`config.mk`:
```
export PLATFORM = sky130hd
export DESIGN_NAME = pwm_bank
export DESIGN_NICKNAME = d
export VERILOG_FILES = /design/src/rtl/pwm_pkg.sv /design/src/rtl/pwm_timebase.sv /design/src/rtl/pwm_chan.sv /design/src/rtl/pwm_bank.sv
export SDC_FILE = /design/constraint.sdc
export NUM_CORES = 1
export LEC_CHECK = 0
export BUFFER_PORTS_ARGS = -buffer_cell sky130_fd_sc_hd__buf_4
export CORE_ASPECT_RATIO = 0.5
export CORE_MARGIN = 2
export CORE_UTILIZATION = 56
export CTS_CLUSTER_DIAMETER = 100
export CTS_CLUSTER_SIZE = 12
export DETAILED_ROUTE_END_ITERATION = 7
export PLACE_DENSITY_LB_ADDON = 0.12
export SYNTH_ARGS = -nofsm -noshare
export SYNTH_HDL_FRONTEND = slang
export SYNTH_SLANG_ARGS = --single-unit
```
`constraint.sdc`:
```
create_clock -name clk -period 3 [get_ports clk]
set_input_delay 0.45 -clock clk [delete_from_list [all_inputs] [get_ports clk]]
set_output_delay 0.45 -clock clk [all_outputs]
set_load 0.02 [all_outputs]
```
`src/rtl/pwm_pkg.sv`:
```
package pwm_pkg;
  localparam int unsigned DW     = 8;
  localparam int unsigned ADDR_W = 6;

  localparam logic [ADDR_W-1:0] A_PRESCALE  = 6'd0;
  localparam logic [ADDR_W-1:0] A_LAST_STEP = 6'd1;
  localparam logic [ADDR_W-1:0] A_ENABLE0   = 6'd2;
  localparam logic [ADDR_W-1:0] A_COMMIT    = 6'd4;
  localparam logic [ADDR_W-1:0] A_EDGE_BASE = 6'd16;

  // High window of a channel for the current step; equal edges give low.
  function automatic logic in_window(input logic [DW-1:0] step,
                                     input logic [DW-1:0] on_s,
                                     input logic [DW-1:0] off_s);
    if (on_s < off_s)      return (step >= on_s) && (step < off_s);
    else if (on_s > off_s) return (step >= on_s) || (step < off_s);
    else                   return 1'b0;
  endfunction
endpackage

```
`src/rtl/pwm_timebase.sv`:
```
module pwm_timebase
  import pwm_pkg::*;
(
  input  logic          clk,
  input  logic          rst_n,
  input  logic [DW-1:0] prescale,
  input  logic [DW-1:0] last_step,
  output logic [DW-1:0] step,
  output logic          period_end
);
  logic [DW-1:0] pre_q, pre_d, step_q, step_d;
  logic          tick, wrap;

  always_comb begin
    tick       = (pre_q >= prescale);
    wrap       = (step_q >= last_step);
    period_end = tick & wrap;
    pre_d      = tick ? '0 : pre_q + 1'b1;
    step_d     = step_q;
    if (tick) step_d = wrap ? '0 : step_q + 1'b1;
  end

  always_ff @(posedge clk or negedge rst_n) begin
    if (!rst_n) begin
      pre_q  <= '0;
      step_q <= '0;
    end else begin
      pre_q  <= pre_d;
      step_q <= step_d;
    end
  end

  assign step = step_q;

  // a period boundary restarts the step count
  assert_wrap_R2: assert property (@(posedge clk) disable iff (!rst_n)
    period_end |=> (step == '0));
  // inside a period each prescaler tick advances by one step
  assert_advance_R2: assert property (@(posedge clk) disable iff (!rst_n)
    (tick && !period_end) |=> (step == $past(step) + 1'b1));
endmodule

```
`src/rtl/pwm_chan.sv`:
```
module pwm_chan
  import pwm_pkg::*;
#(
  parameter bit SHADOW = 1'b0
) (
  input  logic          clk,
  input  logic          rst_n,
  input  logic          wr_on,
  input  logic          wr_off,
  input  logic [DW-1:0] wdata,
  input  logic          snap,
  input  logic          commit,
  input  logic [DW-1:0] step,
  input  logic          en,
  output logic [DW-1:0] act_on,
  output logic [DW-1:0] act_off,
  output logic          out
);
  logic [DW-1:0] on_q, off_q, on_d, off_d;

  generate
    if (SHADOW) begin : g_shadow
      logic [DW-1:0] sh_on_q, sh_off_q, st_on_q, st_off_q;
      logic [DW-1:0] sh_on_d, sh_off_d, st_on_d, st_off_d;

      always_comb begin
        sh_on_d  = wr_on  ? wdata : sh_on_q;
        sh_off_d = wr_off ? wdata : sh_off_q;
        st_on_d  = snap ? sh_on_q  : st_on_q;
        st_off_d = snap ? sh_off_q : st_off_q;
        on_d     = commit ? st_on_q  : on_q;
        off_d    = commit ? st_off_q : off_q;
      end

      always_ff @(posedge clk or negedge rst_n) begin
        if (!rst_n) begin
          sh_on_q  <= '0;
          sh_off_q <= '0;
          st_on_q  <= '0;
          st_off_q <= '0;
        end else begin
          sh_on_q  <= sh_on_d;
          sh_off_q <= sh_off_d;
          st_on_q  <= st_on_d;
          st_off_q <= st_off_d;
        end
      end

      // active edges move only at a commit
      assert_hold_R6: assert property (@(posedge clk) disable iff (!rst_n)
        !commit |=> ($stable(on_q) && $stable(off_q)));
      // the staged copy reflects the shadow as it was at the request
      assert_snapshot_R7: assert property (@(posedge clk) disable iff (!rst_n)
        snap |=> (st_on_q == $past(sh_on_q)));
    end else begin : g_direct
      logic unused_ctl;
      assign unused_ctl = snap ^ commit;

      always_comb begin
        on_d  = wr_on  ? wdata : on_q;
        off_d = wr_off ? wdata : off_q;
      end

      // a direct write drives the waveform from the next clock
      assert_direct_R5: assert property (@(posedge clk) disable iff (!rst_n)
        wr_on |=> (on_q == $past(wdata)));
    end
  endgenerate

  always_ff @(posedge clk or negedge rst_n) begin
    if (!rst_n) begin
      on_q  <= '0;
      off_q <= '0;
    end else begin
      on_q  <= on_d;
      off_q <= off_d;
    end
  end

  assign act_on  = on_q;
  assign act_off = off_q;
  assign out     = en & in_window(step, on_q, off_q);
endmodule

```
`src/rtl/pwm_bank.sv`:
```
module pwm_bank
  import pwm_pkg::*;
#(
  parameter int unsigned     NCH         = 16,
  parameter logic [NCH-1:0]  SHADOW_MASK = '0
) (
  input  logic              clk,
  input  logic              rst_n,
  input  logic              wr_en,
  input  logic              rd_en,
  input  logic [ADDR_W-1:0] addr,
  input  logic [DW-1:0]     wdata,
  output logic [DW-1:0]     rdata,
  output logic [NCH-1:0]    pwm_out
);
  localparam int unsigned CW  = $clog2(NCH);
  localparam int unsigned ENR = NCH / DW;

  logic [DW-1:0]     pre_q, pre_d, last_q, last_d, rd_q, rd_d;
  logic [NCH-1:0]    en_q, en_d, wr_on, wr_off;
  logic              pend_q, pend_d, snap, commit, period_end, is_edge;
  logic [ADDR_W-1:0] eoff;
  logic [CW-1:0]     ch_sel;
  logic [DW-1:0]     step;
  logic [DW-1:0]     act_on  [NCH];
  logic [DW-1:0]     act_off [NCH];

  always_comb begin
    eoff    = addr - A_EDGE_BASE;
    is_edge = (addr >= A_EDGE_BASE) && (eoff < ADDR_W'(2 * NCH));
    ch_sel  = eoff[CW:1];
    snap    = wr_en && (addr == A_COMMIT) && wdata[0];
    commit  = pend_q && period_end;
    pend_d  = snap ? 1'b1 : (period_end ? 1'b0 : pend_q);
    pre_d   = (wr_en && addr == A_PRESCALE)  ? wdata : pre_q;
    last_d  = (wr_en && addr == A_LAST_STEP) ? wdata : last_q;
    en_d    = en_q;
    for (int g = 0; g < ENR; g++)
      if (wr_en && addr == A_ENABLE0 + ADDR_W'(g)) en_d[g*DW +: DW] = wdata;
    for (int c = 0; c < NCH; c++) begin
      wr_on[c]  = wr_en && is_edge && (ch_sel == CW'(c)) && !eoff[0];
      wr_off[c] = wr_en && is_edge && (ch_sel == CW'(c)) &&  eoff[0];
    end
  end

  always_comb begin
    rd_d = '0;
    if (rd_en) begin
      if (addr == A_PRESCALE)       rd_d = pre_q;
      else if (addr == A_LAST_STEP) rd_d = last_q;
      else if (addr == A_COMMIT)    rd_d = {{(DW-1){1'b0}}, pend_q};
      else if (is_edge)             rd_d = eoff[0] ? act_off[ch_sel] : act_on[ch_sel];
      for (int g = 0; g < ENR; g++)
        if (addr == A_ENABLE0 + ADDR_W'(g)) rd_d = en_q[g*DW +: DW];
    end
  end

  always_ff @(posedge clk or negedge rst_n) begin
    if (!rst_n) begin
      pre_q  <= '0;
      last_q <= '0;
      en_q   <= '0;
      pend_q <= 1'b0;
      rd_q   <= '0;
    end else begin
      pre_q  <= pre_d;
      last_q <= last_d;
      en_q   <= en_d;
      pend_q <= pend_d;
      if (rd_en) rd_q <= rd_d;
    end
  end

  assign rdata = rd_q;

  pwm_timebase u_tb (
    .clk(clk), .rst_n(rst_n), .prescale(pre_q), .last_step(last_q),
    .step(step), .period_end(period_end)
  );

  generate
    for (genvar c = 0; c < NCH; c++) begin : g_ch
      pwm_chan #(.SHADOW(SHADOW_MASK[c])) u_ch (
        .clk(clk), .rst_n(rst_n), .wr_on(wr_on[c]), .wr_off(wr_off[c]),
        .wdata(wdata), .snap(snap), .commit(commit), .step(step), .en(en_q[c]),
        .act_on(act_on[c]), .act_off(act_off[c]), .out(pwm_out[c])
      );
    end
  endgenerate

  // a request raises the pending flag
  assert_req_sets_R8: assert property (@(posedge clk) disable iff (!rst_n)
    snap |=> pend_q);
  // a boundary with no new request clears the pending flag
  assert_commit_clears_R8: assert property (@(posedge clk) disable iff (!rst_n)
    (pend_q && period_end && !snap) |=> !pend_q);
  // disabled channels stay low
  assert_idle_low_R3: assert property (@(posedge clk) disable iff (!rst_n)
    $past(en_d) == '0 |-> pwm_out == '0);
endmodule

```
; ---- Yosys cells after proc, flatten, opt, wreduce, memory -nomap -nowiden
; Index checks and enable logic that the tools add are counted.
[word_totals]
register_bits = 313
rom_bits = 0
elab_cells = 290
latch_bits = 0
output_inout_bits = 24
n_memories = 0
ram_bits = 0
[op_classes]
n_div = 0
reduce_logical = 92
shifts = 0
eq_ne = 19
n_lt_le_gt_ge = 69
bitwise = 18
mul = 0
n_mux = 49
n_addsub = 3
[ops]
columns = operator, n
row1 = less-than comparator 8 bit, 32
row2 = >= comparator 8 bit, 18
row3 = greater-than comparator 8 bit, 16
row4 = two-way mux 8 bit, 13
row5 = logical AND 1 bit, 72
row6 = binary-select mux 8 bit (select 4 bit), 2
row7 = two-way mux 1 bit, 34
row8 = "equality test 4 bit, second input constant", 8
row9 = AND 1 bit, 17
row10 = "adder 8 x 1 -> 8 bit, second input constant", 2
row11 = "equality test 4 x 3 -> 1 bit, second input constant", 4
row12 = logical OR 1 bit, 16
row13 = "equality test 6 x 2 -> 1 bit, second input constant", 2
row14 = "equality test 4 x 2 -> 1 bit, second input constant", 2
row15 = "equality test 6 x 1 -> 1 bit, second input constant", 1
row16 = "equality test 6 x 3 -> 1 bit, second input constant", 1
row17 = ">= comparator 6 x 5 -> 1 bit, second input constant", 1
row18 = logical NOT 6 bit, 1
row19 = "less-than comparator 6 bit, second input constant", 1
row20 = "subtractor 6 x 5 -> 6 bit, second input constant", 1
row21 = ">= comparator 5 bit, second input constant", 1
row22 = inverter 4 -> 5 bit, 1
row23 = "equality test 4 x 1 -> 1 bit, second input constant", 1
row24 = logical NOT 4 bit, 1
row25 = other kinds (2), 2

; ---- Logic depth before layout (Yosys ltp)
; Gate-level depths: netlist (run 1).
[depth]
ltp_word = 12
depth_mapped = 11

; ---- Cells and area by module
; A second synthesis (run 1) with hierarchy kept.
[unflattened]
hier_cells = 2464
area_unflattened_um2 = 23412.5
[by_module_without_submodules]
columns = mod, instances, area_each_um2, cells_per_inst, seq_area_each_um2
row1 = pwm_chan, 16, 1114.8, 120, 400.4
row2 = pwm_bank, 1, 4377.9, 417, 1026.0
row3 = pwm_timebase, 1, 1197.4, 127, 400.4

; ---- Least setup slack after synthesis (run 1)
; OpenSTA, ideal clock, no wires.
[synth_timing]
kind = register to output
start = register u_tb.step_q[5] (netlist: u_tb.step[5])
end = output port pwm_out[1]
t_arrival_ns = 2.527
n_path_buf = 1
setup_slack_ns = 0.023
stages_incl_launch_ff = 9
path_cell_list = dfrtp_1 ha_1 a2111oi_0 nor2b_1 o21ai_0 o211ai_1 a21oi_1 a211oi_1 buf_4
[synth_via]
elab_chain_cells = 5
[synth_lines]
columns = element, line_no
row1 = start: declaration, pwm_timebase.sv:11  ; logic [DW-1:0] pre_q, pre_d, step_q, step_d;
row2 = start signal: assignment, pwm_timebase.sv:29  ; step_q <= step_d;
row3 = >= comparator 8 bit or less-than comparator 8 bit (tied branches), "pwm_pkg.sv:15, pwm_pkg.sv:16"
row4 = logical OR 1 bit, pwm_pkg.sv:16  ; else if (on_s > off_s) return (step >= on_s) || (step < off_s);
row5 = two-way mux 1 bit, pwm_pkg.sv:16
row6 = two-way mux 1 bit (*), pwm_pkg.sv:15  ; if (on_s < off_s) return (step >= on_s) && (step < off_s);
row7 = AND 1 bit (*), pwm_chan.sv:82  ; assign out = en & in_window(step, on_q, off_q);
row8 = end: declaration, pwm_bank.sv:14  ; output logic [NCH-1:0] pwm_out
; Every way passes the cells marked *; elsewhere a longest branch is shown, timed or not.

; ---- Final worst setup path (run 1)
[layout_timing]
start = register u_tb.step_q[4] (netlist: u_tb.step[4])
end = output port pwm_out[6]
; The elaborated chain is that of the path after synthesis.

==> results.md, run 1 <==
- Outcome: complete, but fails checks
- Failing checks: setup timing
- Gr ovfl total: 0
- Total die area: 0.04411 mm2
- Via Count: 19,060
- CTS sink cnt: 313
- Asr flop ratio synth: 100.0%
- Type of the worst setup path: reg2out
- RD Place Congestion: 0.9789
- Most used DFF post-synth: dfrtp_1
- Boundary pin count: 42
- Port Buffers: 41
- WP buf/inv: 4
- Maximum VDD drop: 0.5233 mV
- Final setup violation count: 16
- Clk_lat worst skew: 0.60 ns
- H-tree depth: 1
- CP startpoint: u_tb.step[4]
- DIE WIDTH: 295.0 um
- Design area: 0.02677 mm2
- Nets: 2,861
- Rel. slew slack: 46.25%
- RSZ-0062 raised after global routing: yes
- Mapped Nets: 2,801
- Final worst setup slack: -0.2679 ns
- Critical path's slowest cell: dfrtp_2
- Hold_sp: wr_en
- CTS tree: done
- Drt first pass iters: 6
- Placeable Area: 0.04191 mm2
- Gr usage total: 34.00%
- PD cells: 760.5 mW/mm2
- TritonCTS buffer count: 30
- Fin. Hold Viols: 0
- Minimum clock period: 3.268 ns
- WL per Instance: 24.50 um
- Critical path capture point type: primary output
- Worst-Margin Slew: 0.7859 ns
- Worst hold path class: in2reg
- Routed Antenna Nets: 0
- Setup Skew: 0.01457 ns
- Ys Warns: 0
- Lkg Pwr: 0.01262 uW
- Seq/Total Area, Yosys: 33.03%
- Starting Density: 56.58%
- Rows: 53
- Maxcap violations: 0
- Max Freq: 0.3060 GHz
- Root Buffer: clkbuf_16
- Placement Cell Area: 0.02491 mm2
- Final hold slack: 0.1868 ns
- Yosys reg bits: 313
- Crit-path leading delay family: compound AO/OA/AOI/OAI gates
- Post-DP HPWL: 52,880 um
- Most used cell along the critical path: buf_4
- Clk slew on worst S/H paths: 0.08 ns
- Largest net degree at the start of global routing: 79
- Final core utilization: 63.86%
- Startpoint Class: flop
- Die Y: 149.5 um
- Crit path arrival time: 2.82 ns
- Share of layout cells above drive strength 1: 19.46%
- Clock Tree Buf Depth: 3
- Place WS: 0.04698 ns
- Initial antenna violation count: 3
- Area added between synthesis and finish: 12.87%
- Number of synthesized flops with an enable pin: 0
- DRC violations left: 0
- Vias in the first global route: 18,540
- Worst reg2reg path startpoint: u_tb.step[5]
- Slew Viols, Final: 0
- Cell Area, Synth: 0.02371 mm2
- Synth cell types: 69
- Max FO, Critical Path: 10
- First-pass GRT wire length: 112,500 um
- Tcrit/Tclk final: 108.9%
- Crit path required time: 2.55 ns
- Setup_tns: -2.806 ns
- DRT Wirelength: 74,520 um
- Commonest non-fill, non-tap cell in the layout: ha_1
- Vias per Instance: 6.269
- Cells after Synth: 2,396
- Avg Cell Area, Syn: 9.897 um2
- Iteration-0 DRC Markers: 1,848
- Most frequent cells in the layout: ha_1 (349), dfrtp_1 (306), inv_1 (279), nand2_1 (255), o21ai_0 (209)
- Filler instances: 3,464
- Slowest stage delay, CP: 0.46 ns
- CP cell instances: buf_4 > clkbuf_16 > ha_1 > a2111oi_2 > buf_4 > nand2_1 > o21ai_2 > a31oi_1 > a21oi_1 > a211oi_2 > buf_4
==> worst min-delay path: stages <==
cell	delay, ns
buf_4	0.17
nand2_1	0.07
o21bai_1	0.06
==> state kept, by name (all words and copies together) (netlist names) <==
name               count
g_ch.u_ch.act_on     128
pend_q                 1
u_tb.pre_q             8
rdata                  8
g_ch.u_ch.act_off    128
en_q                  16
pre_q                  8
last_q                 8
u_tb.step              8
==> routing by layer <==
metal | GRT usage [%] | up-vias | wire length [um]
met1 | 48.28 | 9442 | 33370
li1 | - | 8749 | -
met4 | 9.873 | 0 | 2349
met5 | 0 | - | 0
met3 | 8.332 | 143 | 6845
met2 | 51.66 | 729 | 31950
==> through the flow <==
step                cells  total power [uW]
finish               3041             20350
global route         3039             21760
CTS                  3030             19800
detailed placement   2989             15070
global placement     2989             14790
floorplan            2396             11820
==> report_power, final <==
part           switching (uW)  internal (uW)  total (uW)
clock                    1720           1830        3560
combinational            5880           4860       10700
sequential                997           5050        6050
total                    8610          11700       20400
==> Yosys cell counts (3+ instances only) <==
master     count  area share, %
and2_1         4           0.11
a22oi_1       11           0.35
buf_4         19           0.60
nor2b_1       41            1.1
nand2b_1      35           0.92
a211oi_1      35            1.1
ha_1         387             20
o21ai_0      231            4.9
nand2_2        7           0.18
a21oi_1       62            1.3
nor3_1         7           0.15
inv_1        280            4.4
buf_12         3           0.25
o21a_1        33            1.0
a22o_1         9           0.33
nor3_2         6           0.25
mux2i_1       30            1.3
mux4_1        11            1.2
buf_2         30           0.63
nand2_1      255            4.0
o211ai_1      51            1.6
a211o_1       33            1.2
buf_1          9           0.14
a31oi_1       23           0.61
nand4_1       35           0.92
a2111oi_0     35            1.3
xor2_1         4           0.15
a21o_1        33            1.0
o2111ai_1      3           0.11
nand3_2        3           0.13
nor2_1        60           0.95
mux2_2       140            6.6
and3_1         6           0.16
nand3_1       12           0.25
o31ai_1        4           0.13
o21ai_1        9           0.19
mux4_2        44            4.2
buf_6         11           0.52
dfrtp_1      313             33
clkbuf_1      37           0.59
==> what timing repair did <==
| item | 4_1_cts | 5_1_grt |
|---|---|---|
| endpoints found under the hold margin | 72 | 0 |
| setup endpoints to repair | 16 | 16 |
| pin swaps | 22 | 13 |
| gates resized for setup | 156 | 24 |
| cloned | 0 | 2 |
| setup buffers | 3 | 6 |
| hold buffers | 1 | 0 |
==> worst paths after layout <==
path / slack, ns / endpoint / cells after the start
min: 0.19 / pend_q / 3
max: -0.27 / pwm_out[6] / 11
min in group asynchronous: 0.44 / g_ch[4].u_ch.act_on[1] / 2
min reg2reg: 0.51 / g_ch[8].u_ch.act_off[1] / 1
max reg2reg: 0.29 / u_tb.step[0] / 9
max in group asynchronous: 1.72 / g_ch[11].u_ch.act_on[7] / 3
==> cell type report <==
type | instances | area, um2 | area share, %
repair buffers | 139 | 1324 | 4.946
inverters | 280 | 1054 | 3.936
diodes | 3 | 7.507 | 0.02805
multi-input cells | 1692 | 15010 | 56.09
clock inverters | 1 | 11.26 | 0.04207
clock buffers | 36 | 794.5 | 2.968
well taps | 577 | 721.9 | 2.697
flip-flops and latches | 313 | 7841 | 29.30
==> logic make-up (layout without fill, tap and decap cells) <==
logic type	count (synthesis)	in the layout	synth area share [%]
AO/OA/AOI/OAI	586	586	15.84
AND/OR/NAND/NOR	487	487	9.877
buffers and inverters	391	456	7.255
adder cells (fa/ha/maj)	387	387	20.42
flip-flops	313	313	33.03
multiplexers	226	226	13.36
XOR/XNOR	6	6	0.2216
other	0	3	0
No activity file was read; power rests on OpenSTA's default activity.
==> run 2: changes to the inputs <==
==> constraint.sdc (replaced) <==
create_clock -name clk -period 3 [get_ports clk]
set_input_delay 0.15 -clock clk [delete_from_list [all_inputs] [get_ports clk]]
set_output_delay 0.15 -clock clk [all_outputs]
set_load 0.02 [all_outputs]
==> results.md, run 2 (same netlist as run 1, synthesis figures left out) <==
- Rows: 53 (unchanged)
- Commonest non-fill, non-tap cell in the layout: ha_1
- Starting Density: 56.58% (unchanged)
- Crit path required time: 2.85 ns (+0.30 ns)
- Pwr Total: 19,750 uW (-3.0%)
- Drt first pass iters: 6 (unchanged)
- WP buf/inv: 3 (-1)
- CP cell instances: clkbuf_16 > buf_4 > ha_4 > a2111oi_4 > nor2b_1 > o21ai_0 > o211ai_1 > a21oi_1 > a211oi_2 > buf_4
- Placeable Area: 0.04191 mm2 (unchanged)
- RD Place Congestion: 1.024 (+4.6%)
- Startpoint Class: flop
- Maximum VDD drop: 0.4983 mV (-4.8%)
- Vias in the first global route: 18,020 (-2.8%)
- Post-DP HPWL: 51,170 um (-3.2%)
- Hold_sp: wdata[1]
- Failing checks: setup timing
- Critical path capture point type: primary output
- Place WS: 0.3222 ns (+0.2752 ns)
- Die Y: 149.5 um (unchanged)
- Vias per Instance: 6.220 (-0.77%)
- Lkg Pwr: 0.01249 uW (-1.0%)
- DIE WIDTH: 295.0 um (unchanged)
- Final worst setup slack: -0.08246 ns (+0.1855 ns)
- Via Count: 18,760 (-1.6%)
- Most used cell along the critical path: buf_4
- Fin. Hold Viols: 0 (unchanged)
- Max FO, Critical Path: 16 (+6)
- Rel. slew slack: 37.60% (-8.7 points)
- Critical path's slowest cell: dfrtp_2
- Tcrit/Tclk final: 102.7% (-6.2 points)
- Type of the worst setup path: reg2out
- Clk_lat worst skew: 0.61 ns (about the same)
- Initial antenna violation count: 6 (+3)
- Crit-path leading delay family: compound AO/OA/AOI/OAI gates
- Largest net degree at the start of global routing: 82 (+3.8%)
- Maxcap violations: 0 (unchanged)
- Most frequent cells in the layout: ha_1 (372), dfrtp_1 (306), inv_1 (280), nand2_1 (255), o21ai_0 (220)
- Worst hold path class: in2reg
- Root Buffer: clkbuf_16
- Area added between synthesis and finish: 11.11%
- Routed Antenna Nets: 0 (unchanged)
- Gr usage total: 32.69% (-1.3 points)
- RSZ-0062 raised after global routing: yes
- Clk slew on worst S/H paths: 0.06 ns (-0.02 ns)
- Filler instances: 3,467 (+0.087%)
- PD cells: 749.6 mW/mm2 (-1.4%)
- CTS sink cnt: 313 (unchanged)
- Worst-Margin Slew: 0.9326 ns (+0.1467 ns)
- CTS tree: done
- H-tree depth: 1 (unchanged)
- Port Buffers: 41 (unchanged)
- Minimum clock period: 3.082 ns (-0.1855 ns)
- Setup Skew: 0.01909 ns (+0.004527 ns)
- Worst reg2reg path startpoint: u_tb.step[5]
- TritonCTS buffer count: 30 (unchanged)
- DRT Wirelength: 72,530 um (-2.7%)
- Slowest stage delay, CP: 0.48 ns (+0.02 ns)
- Iteration-0 DRC Markers: 1,772 (-4.1%)
- Boundary pin count: 42 (unchanged)
- Total die area: 0.04411 mm2 (unchanged)
- Clock Tree Buf Depth: 3 (unchanged)
- Slew Viols, Final: 0 (unchanged)
- Outcome: complete, but fails checks
- Max Freq: 0.3244 GHz (+6.0%)
- Nets: 2,837 (-0.84%)
- Final setup violation count: 8 (-8)
- CP startpoint: u_tb.step[5]
- WL per Instance: 24.05 um (-1.9%)
- Final core utilization: 62.87% (-1.0 points)
- First-pass GRT wire length: 108,800 um (-3.3%)
- Share of layout cells above drive strength 1: 17.49% (-2.0 points)
- Gr ovfl total: 0 (unchanged)
- DRC violations left: 0 (unchanged)
- Crit path arrival time: 2.93 ns (+0.11 ns)
## run 2: cell types whose count changed in the layout (fill, tap and decap cells not counted), moves of 3 or more
cell     change
ha_1        +23
buf_4       -18
ha_2        -15
o21ai_0     +11
o21ai_1      -9
ha_4         -8
buf_12       -5
buf_6        -3
nor2b_1      +3
nor2b_2      -3
## run 2: through the flow
stage | setup TNS (ns) | hold WS (ns) | std cells | cell area [um2]
after floorplan | 0 | -0.1456 | 2396 | 23710
after global placement | 0 | 0.2004 | 2965 | 24690
after detailed placement | 0 | 0.2122 | 2965 | 24690
after CTS | -0.06405 | 0.04839 | 3005 | 25760
after global routing | -1.547 | 0.08038 | 3013 | 26340
final | -0.3011 | 0.07082 | 3016 | 26350
## run 2: layout make-up
cell class	count	area [um2]	share of cell area [%]
Tap cell	577	721.9	2.740
Antenna cell	3	7.507	0.02849
Timing Repair Buffer	115	1075	4.079
Clock inverter	2	27.53	0.1045
Multi-Input combinational cell	1692	14860	56.39
Clock buffer	34	765.7	2.906
Sequential cell	313	7841	29.76
Inverter	280	1051	3.989
## run 2: repair_timing
item	4_1_cts	5_1_grt
resized for setup	59	74
hold buffers	3	0
gates cloned	0	2
setup buffers	1	6
pin swaps	0	10
hold endpoints to repair	81	0
setup endpoints to repair	16	16
## run 2: layer usage
layer | vias up | share of wire, % | global-route usage, %
li1 | 8695 | - | -
met1 | 9226 | 45 | 46.94
met2 | 680 | 43 | 49.19
met3 | 154 | 9.2 | 7.976
met4 | 6 | 3.3 | 8.934
met5 | - | 0.10 | 0.7761
## run 2: final timing paths
path / slack [ns] / endpoint / cells past startpoint
max: -0.08 / pwm_out[5] / 10
max reg2reg: 0.20 / u_tb.step[0] / 9
min: 0.07 / g_ch[0].u_ch.act_off[1] / 3
min in group asynchronous: 0.08 / g_ch[4].u_ch.act_on[2] / 2
min reg2reg: 0.50 / g_ch[8].u_ch.act_off[1] / 1
max in group asynchronous: 2.03 / g_ch[13].u_ch.act_on[5] / 3
## run 2: worst min-delay path: stages
cell	delay, ns
buf_4	0.29
nand2_1	0.11
o21ai_0	0.06
## run 2: power breakdown
part | switching [uW] | leakage [uW] | total, uW | internal (uW)
Combinational | 5690 | 0.00840 | 10200 | 4550
Clock | 1720 | 0.000387 | 3500 | 1780
Sequential | 962 | 0.00371 | 6010 | 5050
==> run 3: changes to the inputs <==
- GPL_TIMING_DRIVEN: not set -> 0
==> results.md, run 3 (same netlist as run 1, synthesis figures left out) <==
- Outcome: complete, but fails checks
- Failing checks: setup timing
- Gr ovfl total: 0 (unchanged)
- Critical path capture point type: primary output
- CP startpoint: u_tb.step[5]
- Vias in the first global route: 19,400 (+7.7%)
- Post-Layout Cell Count: 3,096 (+2.7%)
- Setup_tns: -2.027 ns (-1.725 ns)
- Setup Skew: 0.01419 ns (-0.004903 ns)
- Total die area: 0.04411 mm2 (unchanged)
- Rows: 53 (unchanged)
- Clk_lat worst skew: 0.58 ns (-0.03 ns)
- Nets: 2,916 (+2.8%)
- Boundary pin count: 42 (unchanged)
- Fin. Hold Viols: 0 (unchanged)
- Via Count: 20,080 (+7.0%)
- Starting Density: 56.58% (unchanged)
- Most frequent cells in the layout: ha_1 (338), dfrtp_1 (305), inv_1 (279), nand2_1 (255), o21ai_0 (204)
- DIE WIDTH: 295.0 um (unchanged)
- Pwr Total: 21,860 uW (+11%)
- Clk slew on worst S/H paths: 0.07 ns (about the same)
- Vias per Instance: 6.486 (+4.3%)
- CTS sink cnt: 313 (unchanged)
- RSZ-0062 raised after global routing: yes
- Crit path required time: 2.85 ns (about the same)
- Worst reg2reg path startpoint: u_tb.step[5]
- DRT Wirelength: 87,170 um (+20%)
- Placement Cell Area: 0.02487 mm2 (+0.69%)
- Slew Viols, Final: 0 (unchanged)
- Worst hold path depth: 3 (unchanged)
- Max Freq: 0.3106 GHz (-4.2%)
- TritonCTS buffer count: 30 (unchanged)
- Worst hold path class: in2reg
- Area added between synthesis and finish: 16.35%
- Startpoint Class: flop
- Die Y: 149.5 um (unchanged)
- Root Buffer: clkbuf_16
- Drt first pass iters: 5 (-1)
- Clock power share: 16.3% (-1.4 points)
- Psw: 9390 uW (+12%)
- Clock Tree Buf Depth: 3 (unchanged)
- Tcrit/Tclk final: 107.3% (+4.6 points)
- R2R Setup Slk: 0.15 ns (-0.05 ns)
- Commonest non-fill, non-tap cell in the layout: ha_1
- RD Place Congestion: 1.015 (-0.92%)
- H-tree depth: 1 (unchanged)
- Post-DP HPWL: 60,760 um (+19%)
- Design area: 0.02759 mm2 (+4.7%)
- CTS tree: done
- Minimum clock period: 3.219 ns (+0.1367 ns)
- PD cells: 792.5 mW/mm2 (+5.7%)
- Worst-Margin Slew: 1.375 ns (+0.4427 ns)
- Port Buffers: 29 (-29%)
- Switching Share: 42.94% (+0.60 points)
- Max FO, Critical Path: 5 (-11)
- Sequential power share: 28.4% (-2.0 points)
- Crit path arrival time: 3.07 ns (+0.14 ns)
- Final setup violation count: 16 (+8)
- Comb power frac: 55.3% (+3.5 points)
- Type of the worst setup path: reg2out
- Rel. slew slack: 8.319% (-29 points)
- Gr usage total: 39.49% (+6.8 points)
- Placed instance count: 3,011 (+1.6%)
- Final worst setup slack: -0.2192 ns (-0.1367 ns)
- Filler instances: 3,427 (-1.2%)
- R2R cell count: 9 (unchanged)
- Initial antenna violation count: 8 (+2)
- CP Capture Point: pwm_out[11]
- DRC violations left: 0 (unchanged)
- Largest net degree at the start of global routing: 116 (+41%)
- Share of layout cells above drive strength 1: 20.80% (+3.3 points)
- Routed Antenna Nets: 0 (unchanged)
- Lkg Pwr: 0.01289 uW (+3.2%)
- Placeable Area: 0.04191 mm2 (unchanged)
- Final hold slack: 0.06046 ns (-0.01036 ns)
- Maximum VDD drop: 0.5006 mV (+0.46%)
- Maxcap violations: 0 (unchanged)
- First-pass GRT wire length: 126,800 um (+17%)
- Iteration-0 DRC Markers: 2,217 (+25%)
- Internal Power: 12,470 uW (+9.6%)
- R2r endpoint: u_tb.step[0]
- WL per Instance: 28.16 um (+17%)
-- run 3: changes by cell type in the layout (fill, tap and decap cells not counted), sizes merged --
cell / previous run / this run
diode: 3 / 4
buf: 110 / 152
clkbuf: 36 / 73
inv: 281 / 280
dlygate4sd3: 3 / 2
clkinv: 1 / 0
bufbuf: 0 / 2
clkinvlp: 0 / 1
-- run 3: metal layers --
layer / vias up / wire, um / global-route usage [%]
met1: 10010 / 37250 / 55.76
met4: 0 / 3485 / 14.37
met5: - / 0 / 0
li1: 8856 / - / -
met2: 1030 / 35770 / 56.68
met3: 189 / 10670 / 12.62
-- run 3: how the worst min path moves through the flow --
stage,from,endpoint
final,rd_en,rdata[4]
after global routing,rd_en,rdata[4]
after CTS,rd_en,rdata[4]
after detailed placement,rst_n,g_ch[4].u_ch.act_on[6]
after global placement,pre_q[4],pre_q[4]
after floorplan,rst_n,en_q[0]
-- run 3: what timing repair did --
action | in CTS | in global routing
endpoints found under the setup margin | 25 | 22
hold buffers | 2 | 0
gates resized for setup | 200 | 64
setup buffers | 30 | 18
hold endpoints to repair | 85 | 0
cloned | 5 | 1
pin swaps | 95 | 63
-- run 3: layout make-up --
type	instances	area (um2)	area share (%)
diodes	4	10.01	0.03628
well taps	577	721.9	2.617
clock buffers	35	790.8	2.866
clock inverters	1	11.26	0.04081
repair buffers	93	1161	4.208
inverters	280	1055	3.823
plain buffers	101	619.3	2.245
flip-flops and latches	313	7853	28.46
multi-input cells	1692	15370	55.70
-- run 3: through the flow --
stage / worst slack (ns) / utilization [%]
final: -0.2192 / 65.83
after detailed placement: -2.143 / 59.33
after global placement: -2.179 / 58.82
after floorplan: 0.3226 / -
after global routing: -0.3036 / 65.81
after CTS: -0.2620 / 64.71
-- run 3: critical path: stages (launching register included) --
cell	delay [ns]
dfrtp_4	0.53
buf_12	0.17
buf_4	0.16
ha_4	0.23
a2111oi_4	0.38
nor2b_1	0.17
o21ai_1	0.08
o211ai_1	0.12
a21oi_1	0.12
a211oi_2	0.27
buf_4	0.16
buf_6	0.10
-- run 3: power by group through the flow --
stage	clock network (uW)	logic, uW	registers, uW
finish	3570	12100	6200
global route	3710	13200	6250
CTS	3570	11000	6150
detailed placement	0	8780	6260
global placement	0	7700	6770
floorplan	0	5960	5860
